--- config.mk ---
export PLATFORM = sky130hd
export DESIGN_NAME = scan_tap_top
export DESIGN_NICKNAME = d
export VERILOG_FILES = /design/src/rtl/scan_tap_pkg.sv /design/src/rtl/tap_ctrl_fsm.sv /design/src/rtl/tap_instr_reg.sv /design/src/rtl/bsr_chain.sv /design/src/rtl/scan_tap_top.sv
export SDC_FILE = /design/constraint.sdc
export NUM_CORES = 1
export LEC_CHECK = 0
export ABC_AREA = 1
export ABC_CLOCK_PERIOD_IN_PS = 1700
export BUFFER_PORTS_ARGS = -buffer_cell sky130_fd_sc_hd__buf_2
export CAP_MARGIN = 10
export CORE_AREA = 10 10 244 246
export CTS_BUF_LIST = sky130_fd_sc_hd__clkbuf_8
export CTS_CLUSTER_DIAMETER = 40
export DETAILED_ROUTE_END_ITERATION = 8
export DIE_AREA = 0 0 254 256
export PLACE_DENSITY = 0.66
export SYNTH_ARGS = -nofsm -noshare
export SYNTH_HDL_FRONTEND = slang
export SYNTH_SLANG_ARGS = --single-unit
--- constraint.sdc ---
create_clock -name test_clk -period 1.7 [get_ports test_clk]
set_clock_uncertainty 0.05 [all_clocks]
set_input_delay 0.34 -clock test_clk [delete_from_list [all_inputs] [get_ports test_clk]]
set_output_delay 0.34 -clock test_clk [all_outputs]
set_load 0.05 [all_outputs]
--- src/rtl/scan_tap_pkg.sv ---
package scan_tap_pkg;

  localparam int IR_W = 3;

  typedef enum logic [3:0] {
    ST_RESET, ST_IDLE,
    ST_DR_SEL, ST_DR_CAP, ST_DR_SHIFT, ST_DR_EXIT1, ST_DR_PAUSE, ST_DR_EXIT2, ST_DR_UPD,
    ST_IR_SEL, ST_IR_CAP, ST_IR_SHIFT, ST_IR_EXIT1, ST_IR_PAUSE, ST_IR_EXIT2, ST_IR_UPD
  } tap_state_e;

  localparam logic [IR_W-1:0] OP_EXTEST  = 3'b000;
  localparam logic [IR_W-1:0] OP_SAMPLE  = 3'b010;
  localparam logic [IR_W-1:0] OP_BYPASS  = 3'b111;
  localparam logic [IR_W-1:0] IR_CAP_PAT = 3'b001;

  function automatic tap_state_e tap_next(input tap_state_e s, input logic m);
    case (s)
      ST_RESET:    return m ? ST_RESET    : ST_IDLE;
      ST_IDLE:     return m ? ST_DR_SEL   : ST_IDLE;
      ST_DR_SEL:   return m ? ST_IR_SEL   : ST_DR_CAP;
      ST_DR_CAP:   return m ? ST_DR_EXIT1 : ST_DR_SHIFT;
      ST_DR_SHIFT: return m ? ST_DR_EXIT1 : ST_DR_SHIFT;
      ST_DR_EXIT1: return m ? ST_DR_UPD   : ST_DR_PAUSE;
      ST_DR_PAUSE: return m ? ST_DR_EXIT2 : ST_DR_PAUSE;
      ST_DR_EXIT2: return m ? ST_DR_UPD   : ST_DR_SHIFT;
      ST_DR_UPD:   return m ? ST_DR_SEL   : ST_IDLE;
      ST_IR_SEL:   return m ? ST_RESET    : ST_IR_CAP;
      ST_IR_CAP:   return m ? ST_IR_EXIT1 : ST_IR_SHIFT;
      ST_IR_SHIFT: return m ? ST_IR_EXIT1 : ST_IR_SHIFT;
      ST_IR_EXIT1: return m ? ST_IR_UPD   : ST_IR_PAUSE;
      ST_IR_PAUSE: return m ? ST_IR_EXIT2 : ST_IR_PAUSE;
      ST_IR_EXIT2: return m ? ST_IR_UPD   : ST_IR_SHIFT;
      default:     return m ? ST_DR_SEL   : ST_IDLE;
    endcase
  endfunction

  function automatic logic op_is_boundary(input logic [IR_W-1:0] op);
    return (op == OP_EXTEST) || (op == OP_SAMPLE);
  endfunction

endpackage

--- src/rtl/tap_ctrl_fsm.sv ---
module tap_ctrl_fsm
  import scan_tap_pkg::*;
#(
  parameter int RESET_ONES = 5
) (
  input  logic       clk,
  input  logic       rst,
  input  logic       tms,
  output tap_state_e state
);

  localparam int CW = $clog2(RESET_ONES + 1);

  always_ff @(posedge clk) begin
    if (rst) state <= ST_RESET;
    else     state <= tap_next(state, tms);
  end

  // checker: run of consecutive high mode-select samples
  logic [CW-1:0] ones_cnt;
  always_ff @(posedge clk) begin
    if (rst || !tms)                            ones_cnt <= '0;
    else if (ones_cnt != CW'(RESET_ONES))       ones_cnt <= ones_cnt + 1'b1;
  end

  a_r2_ones_reach_reset: assert property (@(posedge clk) disable iff (rst)
    (ones_cnt == CW'(RESET_ONES)) |-> (state == ST_RESET));

endmodule

--- src/rtl/tap_instr_reg.sv ---
module tap_instr_reg
  import scan_tap_pkg::*;
(
  input  logic            clk,
  input  logic            rst,
  input  tap_state_e      state,
  input  logic            tdi,
  output logic [IR_W-1:0] op_active,
  output logic            shift_msb
);

  logic [IR_W-1:0] ir_sh;

  always_ff @(posedge clk) begin
    if (rst)                        ir_sh <= IR_CAP_PAT;
    else if (state == ST_IR_CAP)    ir_sh <= IR_CAP_PAT;
    else if (state == ST_IR_SHIFT)  ir_sh <= {ir_sh[IR_W-2:0], tdi};
  end

  always_ff @(negedge clk) begin
    if (rst || state == ST_RESET)   op_active <= OP_BYPASS;
    else if (state == ST_IR_UPD)    op_active <= ir_sh;
  end

  assign shift_msb = ir_sh[IR_W-1];

  a_r5_active_holds: assert property (@(posedge clk) disable iff (rst)
    !(state inside {ST_IR_UPD, ST_RESET}) |-> $stable(op_active));

  a_r4_ir_lsb_entry: assert property (@(posedge clk) disable iff (rst)
    (state == ST_IR_SHIFT) |=> (ir_sh[0] == $past(tdi)));

endmodule

--- src/rtl/bsr_chain.sv ---
module bsr_chain
  import scan_tap_pkg::*;
#(
  parameter int LEN = 320
) (
  input  logic           clk,
  input  logic           rst,
  input  tap_state_e     state,
  input  logic           sel,
  input  logic           tdi,
  input  logic [LEN-1:0] cap_in,
  output logic [LEN-1:0] drive_out,
  output logic           msb
);

  logic [LEN-1:0] sh;
  logic cap_en, shift_en, upd_en;

  assign cap_en   = sel && (state == ST_DR_CAP);
  assign shift_en = sel && (state == ST_DR_SHIFT);
  assign upd_en   = sel && (state == ST_DR_UPD);

  for (genvar i = 0; i < LEN; i++) begin : g_cell
    logic from_prev;
    if (i == 0) begin : g_head
      assign from_prev = tdi;
    end else begin : g_body
      assign from_prev = sh[i-1];
    end

    always_ff @(posedge clk) begin
      if (rst)           sh[i] <= 1'b0;
      else if (cap_en)   sh[i] <= cap_in[i];
      else if (shift_en) sh[i] <= from_prev;
    end

    always_ff @(negedge clk) begin
      if (rst)         drive_out[i] <= 1'b0;
      else if (upd_en) drive_out[i] <= sh[i];
    end
  end

  assign msb = sh[LEN-1];

  a_r9_drive_only_in_update: assert property (@(posedge clk) disable iff (rst)
    !(sel && state == ST_DR_UPD) |-> $stable(drive_out));

  a_r8_capture_loads_pins: assert property (@(posedge clk) disable iff (rst)
    cap_en |=> (sh == $past(cap_in)));

endmodule

--- src/rtl/scan_tap_top.sv ---
module scan_tap_top
  import scan_tap_pkg::*;
#(
  parameter int BSR_LEN = 320
) (
  input  logic               test_clk,
  input  logic               test_rst,
  input  logic               mode_sel,
  input  logic               ser_in,
  output logic               ser_out,
  output logic               ser_out_en,
  input  logic [BSR_LEN-1:0] bnd_capture,
  output logic [BSR_LEN-1:0] bnd_drive,
  output logic               extest_on
);

  tap_state_e      state;
  logic [IR_W-1:0] op_active;
  logic            ir_msb, bsr_msb, byp_q, bnd_sel, shifting;

  tap_ctrl_fsm #(.RESET_ONES(5)) u_fsm (
    .clk(test_clk), .rst(test_rst), .tms(mode_sel), .state(state)
  );

  tap_instr_reg u_ir (
    .clk(test_clk), .rst(test_rst), .state(state), .tdi(ser_in),
    .op_active(op_active), .shift_msb(ir_msb)
  );

  assign bnd_sel = op_is_boundary(op_active);

  bsr_chain #(.LEN(BSR_LEN)) u_bsr (
    .clk(test_clk), .rst(test_rst), .state(state), .sel(bnd_sel),
    .tdi(ser_in), .cap_in(bnd_capture), .drive_out(bnd_drive), .msb(bsr_msb)
  );

  always_ff @(posedge test_clk) begin
    if (test_rst)                                byp_q <= 1'b0;
    else if (!bnd_sel && state == ST_DR_CAP)     byp_q <= 1'b0;
    else if (!bnd_sel && state == ST_DR_SHIFT)   byp_q <= ser_in;
  end

  assign shifting = (state == ST_DR_SHIFT) || (state == ST_IR_SHIFT);

  always_ff @(negedge test_clk) begin
    if (test_rst) begin
      ser_out    <= 1'b0;
      ser_out_en <= 1'b0;
    end else begin
      ser_out_en <= shifting;
      if (state == ST_IR_SHIFT) ser_out <= ir_msb;
      else if (bnd_sel)         ser_out <= bsr_msb;
      else                      ser_out <= byp_q;
    end
  end

  assign extest_on = (op_active == OP_EXTEST);

  a_r3_enable_only_in_shift: assert property (@(posedge test_clk) disable iff (test_rst)
    ser_out_en |-> shifting);

  a_r3_enable_during_shift: assert property (@(posedge test_clk) disable iff (test_rst)
    (shifting && $past(shifting)) |-> ser_out_en);

endmodule

==> flow_metrics.py, run 1 <==
metrics = {
    "outcome": {
        "status": "did not finish",
        "stop_stage": "global routing",
        "firstError": "[ERROR GRT-0232] Routing congestion too high. Check the congestion heatmap in the GUI.",
    },
    "floorplanning": {
        "die_h_um": 256,
        "dieWidth_um": 254,
        "start_util": 0.440,
        "io_pins": 647,
        "rows": 86,
    },
    "synth": {
        "netlist.area_leader.share": 0.543,
        "ys_warn_count": 0,
        "synth.distinct_cells": 20,
        "synth-seq-cells": 653,
        "synthesis.area_um2": 24100,
        "yosysSeqAreaShare": 0.543,
        "syn_nets": 3289,
        "syn_area_per_cell_um2": 8.11,
        "syn_inst": 2965,
        "synth_top_area_cell": "dfxtp_1",
        "yosys-top-cells-area": "dfxtp_1 54%, o21ai_0 10%, nor2_1 10%",
    },
    "placed_design": {
        "port_buffers": 646,
        "place_congestion": 0.875,
        "hpwl_mm": 64.1,
        "dpl_worst_slack_ns": -0.707,
        "place_area_um2": 30200,
    },
    "grt": {
        "grt_util_all_layers": 0.608,
        "grt_max_degree": 102,
        "grt_overflow_total": 18,
    },
    "timing": {
        "postGrtWorstEndpoint": "extest_on",
        "worst-ep-kind": "top-level output",
    },
    "clocking": {
        "clockBufferDepth": 3,
        "cts-root-buf": "clkbuf_8",
        "cts_sinks": 653,
        "cts_buffers": 111,
        "htreeDepth": 3,
    },
}
## per-layer routing
metal  overflow  GRT usage
met5          0      0.197
met4          8      0.553
met3          0      0.536
met2         10      0.751
met1          0      0.585
## kinds of logic after synthesis
group | after synthesis | synth area share
AND/OR/NAND/NOR | 716 | 0.114
flip-flops | 653 | 0.543
AO/OA/AOI/OAI | 1298 | 0.287
buffers and inverters | 298 | 0.0558
## metrics by stage
step                      hold slack [ns]  utilization  std cells
after floorplan                     0.396            -       2965
after global placement              0.407        0.553       4243
after detailed placement            0.416        0.553       4243
after CTS                          0.0653        0.765       5162
## repair_timing
item | in CTS
pin swaps | 72
setup buffers | 28
endpoints found under the hold margin | 325
setup endpoints to repair | 971
resized for setup | 1277
hold buffers | 325
gates cloned | 31
## synthesized netlist by cell type
master / number
nand3_2: 1
buf_4: 19
clkbuf_1: 141
buf_2: 121
a21oi_1: 330
clkbuf_2: 1
nor2_8: 1
nand3_1: 12
o21ai_1: 145
nor2_2: 4
nor3_1: 2
o21bai_1: 1
nand2_1: 36
dfxtp_1: 653
nor2_1: 660
o21ai_0: 501
inv_1: 10
o22ai_1: 321
buf_1: 2
inv_2: 4
==> inputs of run 2 (changes only) <==
CORE_AREA = not set   (was 10 10 244 246)
CORE_MARGIN = 10   (was not set)
CORE_UTILIZATION = 35   (was not set)
CTS_BUF_LIST = not set   (was sky130_fd_sc_hd__clkbuf_8)
CTS_CLUSTER_DIAMETER = not set   (was 40)
DIE_AREA = not set   (was 0 0 254 256)
PLACE_DENSITY = not set   (was 0.66)
PLACE_DENSITY_LB_ADDON = 0.15   (was not set)
==> flow_metrics.py, run 2 <==
metrics = {
    "synth": {
        "yosysMostFrequentCell": "nor2_1",
        "syn_nets": 3289,
        "yosys-top-cells-area": "dfxtp_1 54%, o21ai_0 10%, nor2_1 10%",
        "netlist.area_leader.share": 0.543,
        "synthesis.area_um2": 24100,
        "synth-seq-cells": 653,
        "yosysSeqAreaShare": 0.543,
        "syn_area_per_cell_um2": 8.11,
        "ys_async_sr_fraction": 0,
        "synthTopCellsByCount": "660 x nor2_1, 653 x dfxtp_1, 501 x o21ai_0, 330 x a21oi_1, 321 x o22ai_1",
        "synth_ff_type": "dfxtp_1",
        "ys_warn_count": 0,
        "synth.distinct_cells": 20,
        "synth_edf_count": 0,
        "synth_top_area_cell": "dfxtp_1",
        "syn_inst": 2965,
    },
    "grt": {
        "grt_max_degree": 57,
        "grt_overflow_total": 0,
        "grt_pass1_wl_mm": 152,
        "antenna_found_initial": 7,
        "grt_util_all_layers": 0.241,
        "grt_pass1_vias": 26348,
    },
    "final_layout": {
        "multi_input_area_um2": 11200,
        "final_cell_mix": "656 x nor2_1, 366 x o21ai_1, 335 x inv_1",
        "largest_reg_flops": 320,
        "fin_nets": 4651,
        "fin_util": 0.653,
        "seqCellArea_um2": 13600,
        "drive_above_1_share": 0.395,
        "fill_cells": 5128,
        "areaGrowthSynthToFinish_pct": 85.5,
        "top_register": "u_bsr.drive_out",
        "final_common_cell": "nor2_1",
    },
    "clocking": {
        "clk_pin_slew_ns": 0.06,
        "clockBufferDepth": 3,
        "htreeDepth": 3,
        "cts_buffers": 75,
        "cts-root-buf": "clkbuf_16",
        "cts_sinks": 653,
        "cts_tree": "yes",
        "clkLatencyLatePin_ns": 0.62,
    },
    "setup_path": {
        "critical_path_class": "reg -> reg",
        "crit_slowest_cell": "dfxtp_2",
        "crit_path_max_incr_delay_ns": 0.32,
        "cp-end-kind": "flip-flop",
        "path_cells": "nor2_4 > inv_4 > buf_4 > buf_6 > nor2_8 > buf_4 > buf_12 > buf_6 > clkbuf_16 > o21ai_0 > a21oi_1",
        "required_ns": 2.18,
        "start_kind": "flip-flop",
        "cp_max_fo": 12,
        "reg2reg_slack_ns": -1.02,
        "arrival_ns": 3.21,
    },
    "timing": {
        "finalMaxSlewViolations": 0,
        "fin_ws_ns": -1.02,
        "tightest_slew_ns": 0.437,
        "finalHoldViolCount": 0,
        "setup-violations-final": 969,
        "hold_slack_ns": 0.00951,
        "max_slew_margin": 0.709,
        "fin_tns_setup_ns": -721.65,
        "rsz0062_at_grt": "true",
    },
    "drt": {
        "drc": 0,
        "vias_per_cell": 5.36,
        "num_vias": 28280,
        "dr.pass1.iters": 5,
        "antenna_left": 0,
        "post_drt_wl_per_cell_um": 21.5,
        "initialDrtViolationCount": 2251,
        "drt-total-wl_mm": 113,
    },
    "outcome": {
        "status": "finished with violations",
        "violations": "setup timing",
    },
    "worst_hold_path": {
        "hold_path_class": "in -> reg",
    },
    "floorplanning": {
        "io_pins": 647,
        "die_h_um": 282,
        "dieWidth_um": 282,
        "fp.dieArea_um2": 79600,
        "rows": 96,
        "start_util": 0.352,
        "core_area_um2": 68300,
    },
    "placed_design": {
        "dpl_worst_slack_ns": -0.748,
        "port_buffers": 646,
        "hpwl_mm": 65.8,
        "place_congestion": 0.867,
    },
    "power_and_ir_drop": {
        "ir_worst_vdd_mv": 0.744,
        "p_leak_uw": 0.0188,
        "p_total_uw": 38300,
        "p_per_area_nw_per_um2": 858,
    },
    "flow_run": {
        "cap_violations": 0,
    },
}
-- run 2: metal layers --
| layer | up-vias | track usage | share of wire |
|---|---|---|---|
| met5 | - | 0 | 0.00021 |
| met2 | 1271 | 0.413 | 0.48 |
| met3 | 304 | 0.0527 | 0.076 |
| li1 | 13223 | - | - |
| met1 | 13478 | 0.287 | 0.40 |
| met4 | 4 | 0.0992 | 0.042 |
-- run 2: cells by family after synthesis --
kind of cell | synth area share
compound gates | 0.287
buf+inv | 0.0558
flops | 0.543
simple gates | 0.114
-- run 2: final cells by class --
class | instances | area share
Timing Repair Buffer | 1245 | 0.331
Sequential cell | 653 | 0.304
Multi-Input combinational cell | 2014 | 0.250
Clock buffer | 93 | 0.0473
Clock inverter | 371 | 0.0399
Tap cell | 882 | 0.0247
Inverter | 13 | 0.00160
Antenna cell | 6 | 0.000337
-- run 2: through the flow --
stage	std cells	area, um2
2_1_floorplan	2965	24500
5_1_grt	5274	44600
4_1_cts	5137	40400
6_report	5277	44600
3_5_place_dp	4433	30500
3_3_place_gp	4433	30500
-- run 2: power by group --
group	switching [uW]	internal, uW
registers	14.9	15300
clock network	9030	11700
logic	1190	1060
total	10200	28000
-- run 2: worst max-delay path, delay by kind of cell, from the launching register on --
kind | cells | cell delay [ns]
AO/OA/AOI/OAI | 2 | 0.25
buffers and inverters | 7 | 0.86
flip-flops | 1 | 0.32
AND/OR/NAND/NOR | 2 | 0.28
-- run 2: timing repair --
item	CTS	global route
endpoints found under the setup margin	969	970
hold buffers	205	4
cloned	15	87
gates resized for setup	1215	425
hold endpoints to repair	205	4
buffers inserted	21	48
pin swaps	40	137
-- run 2: worst paths after layout --
check / to / from / cells after the start
worst max-delay path: u_bsr.g_cell[196].from_prev / u_ir.op_active[2] / 11
worst min-delay path: u_bsr.g_cell[16].from_prev / bnd_capture[15] / 3
worst min register to register: byp_q / byp_q / 2
worst max register to register: u_bsr.g_cell[196].from_prev / u_ir.op_active[2] / 11
(Power assumes the default switching activity.)
==> inputs of run 3 (changes only) <==
SYNTH_HIERARCHICAL = 1   (was not set)
==> flow_metrics.py, run 3 <==
metrics = {
    "clocking": {
        "cts_sinks": 653,
        "clkLatencyLatePin_ns": 0.65,
        "clockBufferDepth": 3,
        "htreeDepth": 3,
        "cts_buffers": 78,
        "cts-root-buf": "clkbuf_16",
        "clk_pin_slew_ns": 0.06,
        "cts_tree": "yes",
    },
    "outcome": {
        "violations": "setup timing",
        "status": "finished with violations",
    },
    "final_layout": {
        "areaGrowthSynthToFinish_pct": 71.8,
        "fill_cells": 7132,
        "top_register": "u_bsr/drive_out",
        "drive_above_1_share": 0.331,
        "final_common_cell": "nor2_1",
        "largest_reg_flops": 320,
        "final_cell_mix": "660 x nor2_1, 646 x inv_1, 489 x dfxtp_1",
        "fin_nets": 5699,
    },
    "grt": {
        "grt_overflow_total": 0,
        "grt_pass1_vias": 32719,
        "grt_util_all_layers": 0.266,
        "antenna_found_initial": 11,
        "grt_max_degree": 163,
        "grt_pass1_wl_mm": 198,
    },
    "placed_design": {
        "place_congestion": 0.841,
        "hpwl_mm": 81.4,
        "port_buffers": 646,
        "dpl_worst_slack_ns": -0.863,
    },
    "synth": {
        "yosysSeqAreaShare": 0.455,
        "synth_edf_count": 0,
        "synth_ff_type": "dfxtp_1",
        "synth_top_area_cell": "dfxtp_1",
        "ys_warn_count": 6,
        "synth.distinct_cells": 22,
        "synthesis.area_um2": 28700,
        "synth-seq-cells": 653,
        "ys_async_sr_fraction": 0,
        "syn_inst": 4074,
        "netlist.area_leader.share": 0.455,
        "syn_nets": 4398,
        "yosys-top-cells-area": "dfxtp_1 45%, nand3_1 14%, nor2_1 8.7%",
        "syn_area_per_cell_um2": 7.05,
        "yosysMostFrequentCell": "nand3_1",
        "synthTopCellsByCount": "789 x nand3_1, 663 x nor2_1, 653 x dfxtp_1, 373 x nand2_1, 338 x inv_1",
    },
    "timing": {
        "finalMaxSlewViolations": 0,
        "max_slew_margin": 0.287,
        "rsz0062_at_grt": "true",
        "finalHoldViolCount": 0,
        "tightest_slew_ns": 1.07,
        "setup-violations-final": 969,
        "fin_tns_setup_ns": -809.14,
        "fin_ws_ns": -1.03,
    },
    "floorplanning": {
        "core_area_um2": 81700,
        "io_pins": 647,
        "dieWidth_um": 307,
        "die_h_um": 307,
        "fp.dieArea_um2": 94000,
        "rows": 105,
        "start_util": 0.352,
    },
    "drt": {
        "dr.pass1.iters": 5,
        "vias_per_cell": 5.33,
        "antenna_left": 0,
        "num_vias": 34717,
        "drc": 0,
        "drt-total-wl_mm": 141,
        "post_drt_wl_per_cell_um": 21.7,
        "initialDrtViolationCount": 2981,
    },
    "worst_hold_path": {
        "min_path_cells": 5,
        "hold_path_class": "in -> reg",
    },
    "setup_path": {
        "critical_path_class": "reg -> reg",
        "cp_max_fo": 11,
        "cp-end-kind": "flip-flop",
        "required_ns": 2.18,
        "r2r_cells": 14,
        "start_kind": "flip-flop",
        "arrival_ns": 3.21,
    },
    "flow_run": {
        "cap_violations": 0,
    },
    "power_and_ir_drop": {
        "ir_worst_vdd_mv": 0.988,
        "p_per_area_nw_per_um2": 833,
        "p_leak_uw": 0.0231,
    },
}
run 3: metal layers:
layer	up-vias	part of all wire	track usage	routed length (um)
met5	-	0.00040	0	57
met4	10	0.046	0.117	6540
met3	349	0.074	0.0566	10500
met2	1588	0.47	0.438	66800
met1	16405	0.41	0.332	57300
li1	16365	-	-	-
run 3: report_power, final:
group          switching [uW]  internal (uW)
Combinational            3310           1550
Clock                    9330          11600
Sequential               26.2          15300
run 3: final timing paths:
path / start / end / slack, ns
min reg2reg: u_ir/op_active[0] / u_ir/op_active[0] / 0.41
max: u_ir/op_active[2] / u_bsr/g_cell[73].from_prev / -1.03
max reg2reg: u_ir/op_active[2] / u_bsr/g_cell[73].from_prev / -1.03
min: bnd_capture[38] / u_bsr/g_cell[39].from_prev / 0.02
run 3: critical path, stage by stage (launching register included):
cell       delay [ns]
dfxtp_2          0.31
inv_2            0.06
nand2_4          0.05
buf_6            0.12
inv_8            0.05
inv_4            0.03
nor2_4           0.13
buf_12           0.17
buf_12           0.12
nand2_4          0.16
clkbuf_16        0.24
nand3_1          0.08
nand3_1          0.06
nand2_1          0.07
inv_1            0.05
run 3: cell type report:
| type | instances | area, um2 | area share |
|---|---|---|---|
| Timing Repair Buffer | 1280 | 14400 | 0.292 |
| Antenna cell | 4 | 10.0 | 0.000203 |
| Clock buffer | 106 | 2320 | 0.0470 |
| Inverter | 347 | 1350 | 0.0273 |
| Multi-Input combinational cell | 2687 | 14800 | 0.300 |
| Timing Repair inverter | 3 | 66.3 | 0.00134 |
| Tap cell | 1070 | 1340 | 0.0271 |
| Sequential cell | 653 | 13400 | 0.272 |
| Clock inverter | 365 | 1660 | 0.0336 |
run 3: logic make-up after synthesis:
kind of cell | count (synthesis) | synth area share
AOI/OAI and AO/OA | 522 | 0.0909
buffers and inverters | 738 | 0.107
DFF | 653 | 0.455
and+or+nand+nor | 2161 | 0.347
run 3: stage by stage:
stage	hold slack, ns	power, uW	std cells	utilization	area, um2
2_1_floorplan	0.349	19200	4074	-	29000
3_3_place_gp	0.398	21100	5687	0.438	35800
3_5_place_dp	0.403	21100	5687	0.438	35800
4_1_cts	0.0000852	41100	6445	0.564	46100
5_1_grt	0.00913	42900	6515	0.604	49400
6_report	0.0227	41100	6515	0.604	49400
run 3: timing repair:
item	4_1_cts	5_1_grt
hold buffers	189	1
buffers inserted	45	20
cloned	56	53
gates resized for setup	823	438
hold endpoints to repair	191	1
pin swaps	32	173
endpoints found under the setup margin	969	969
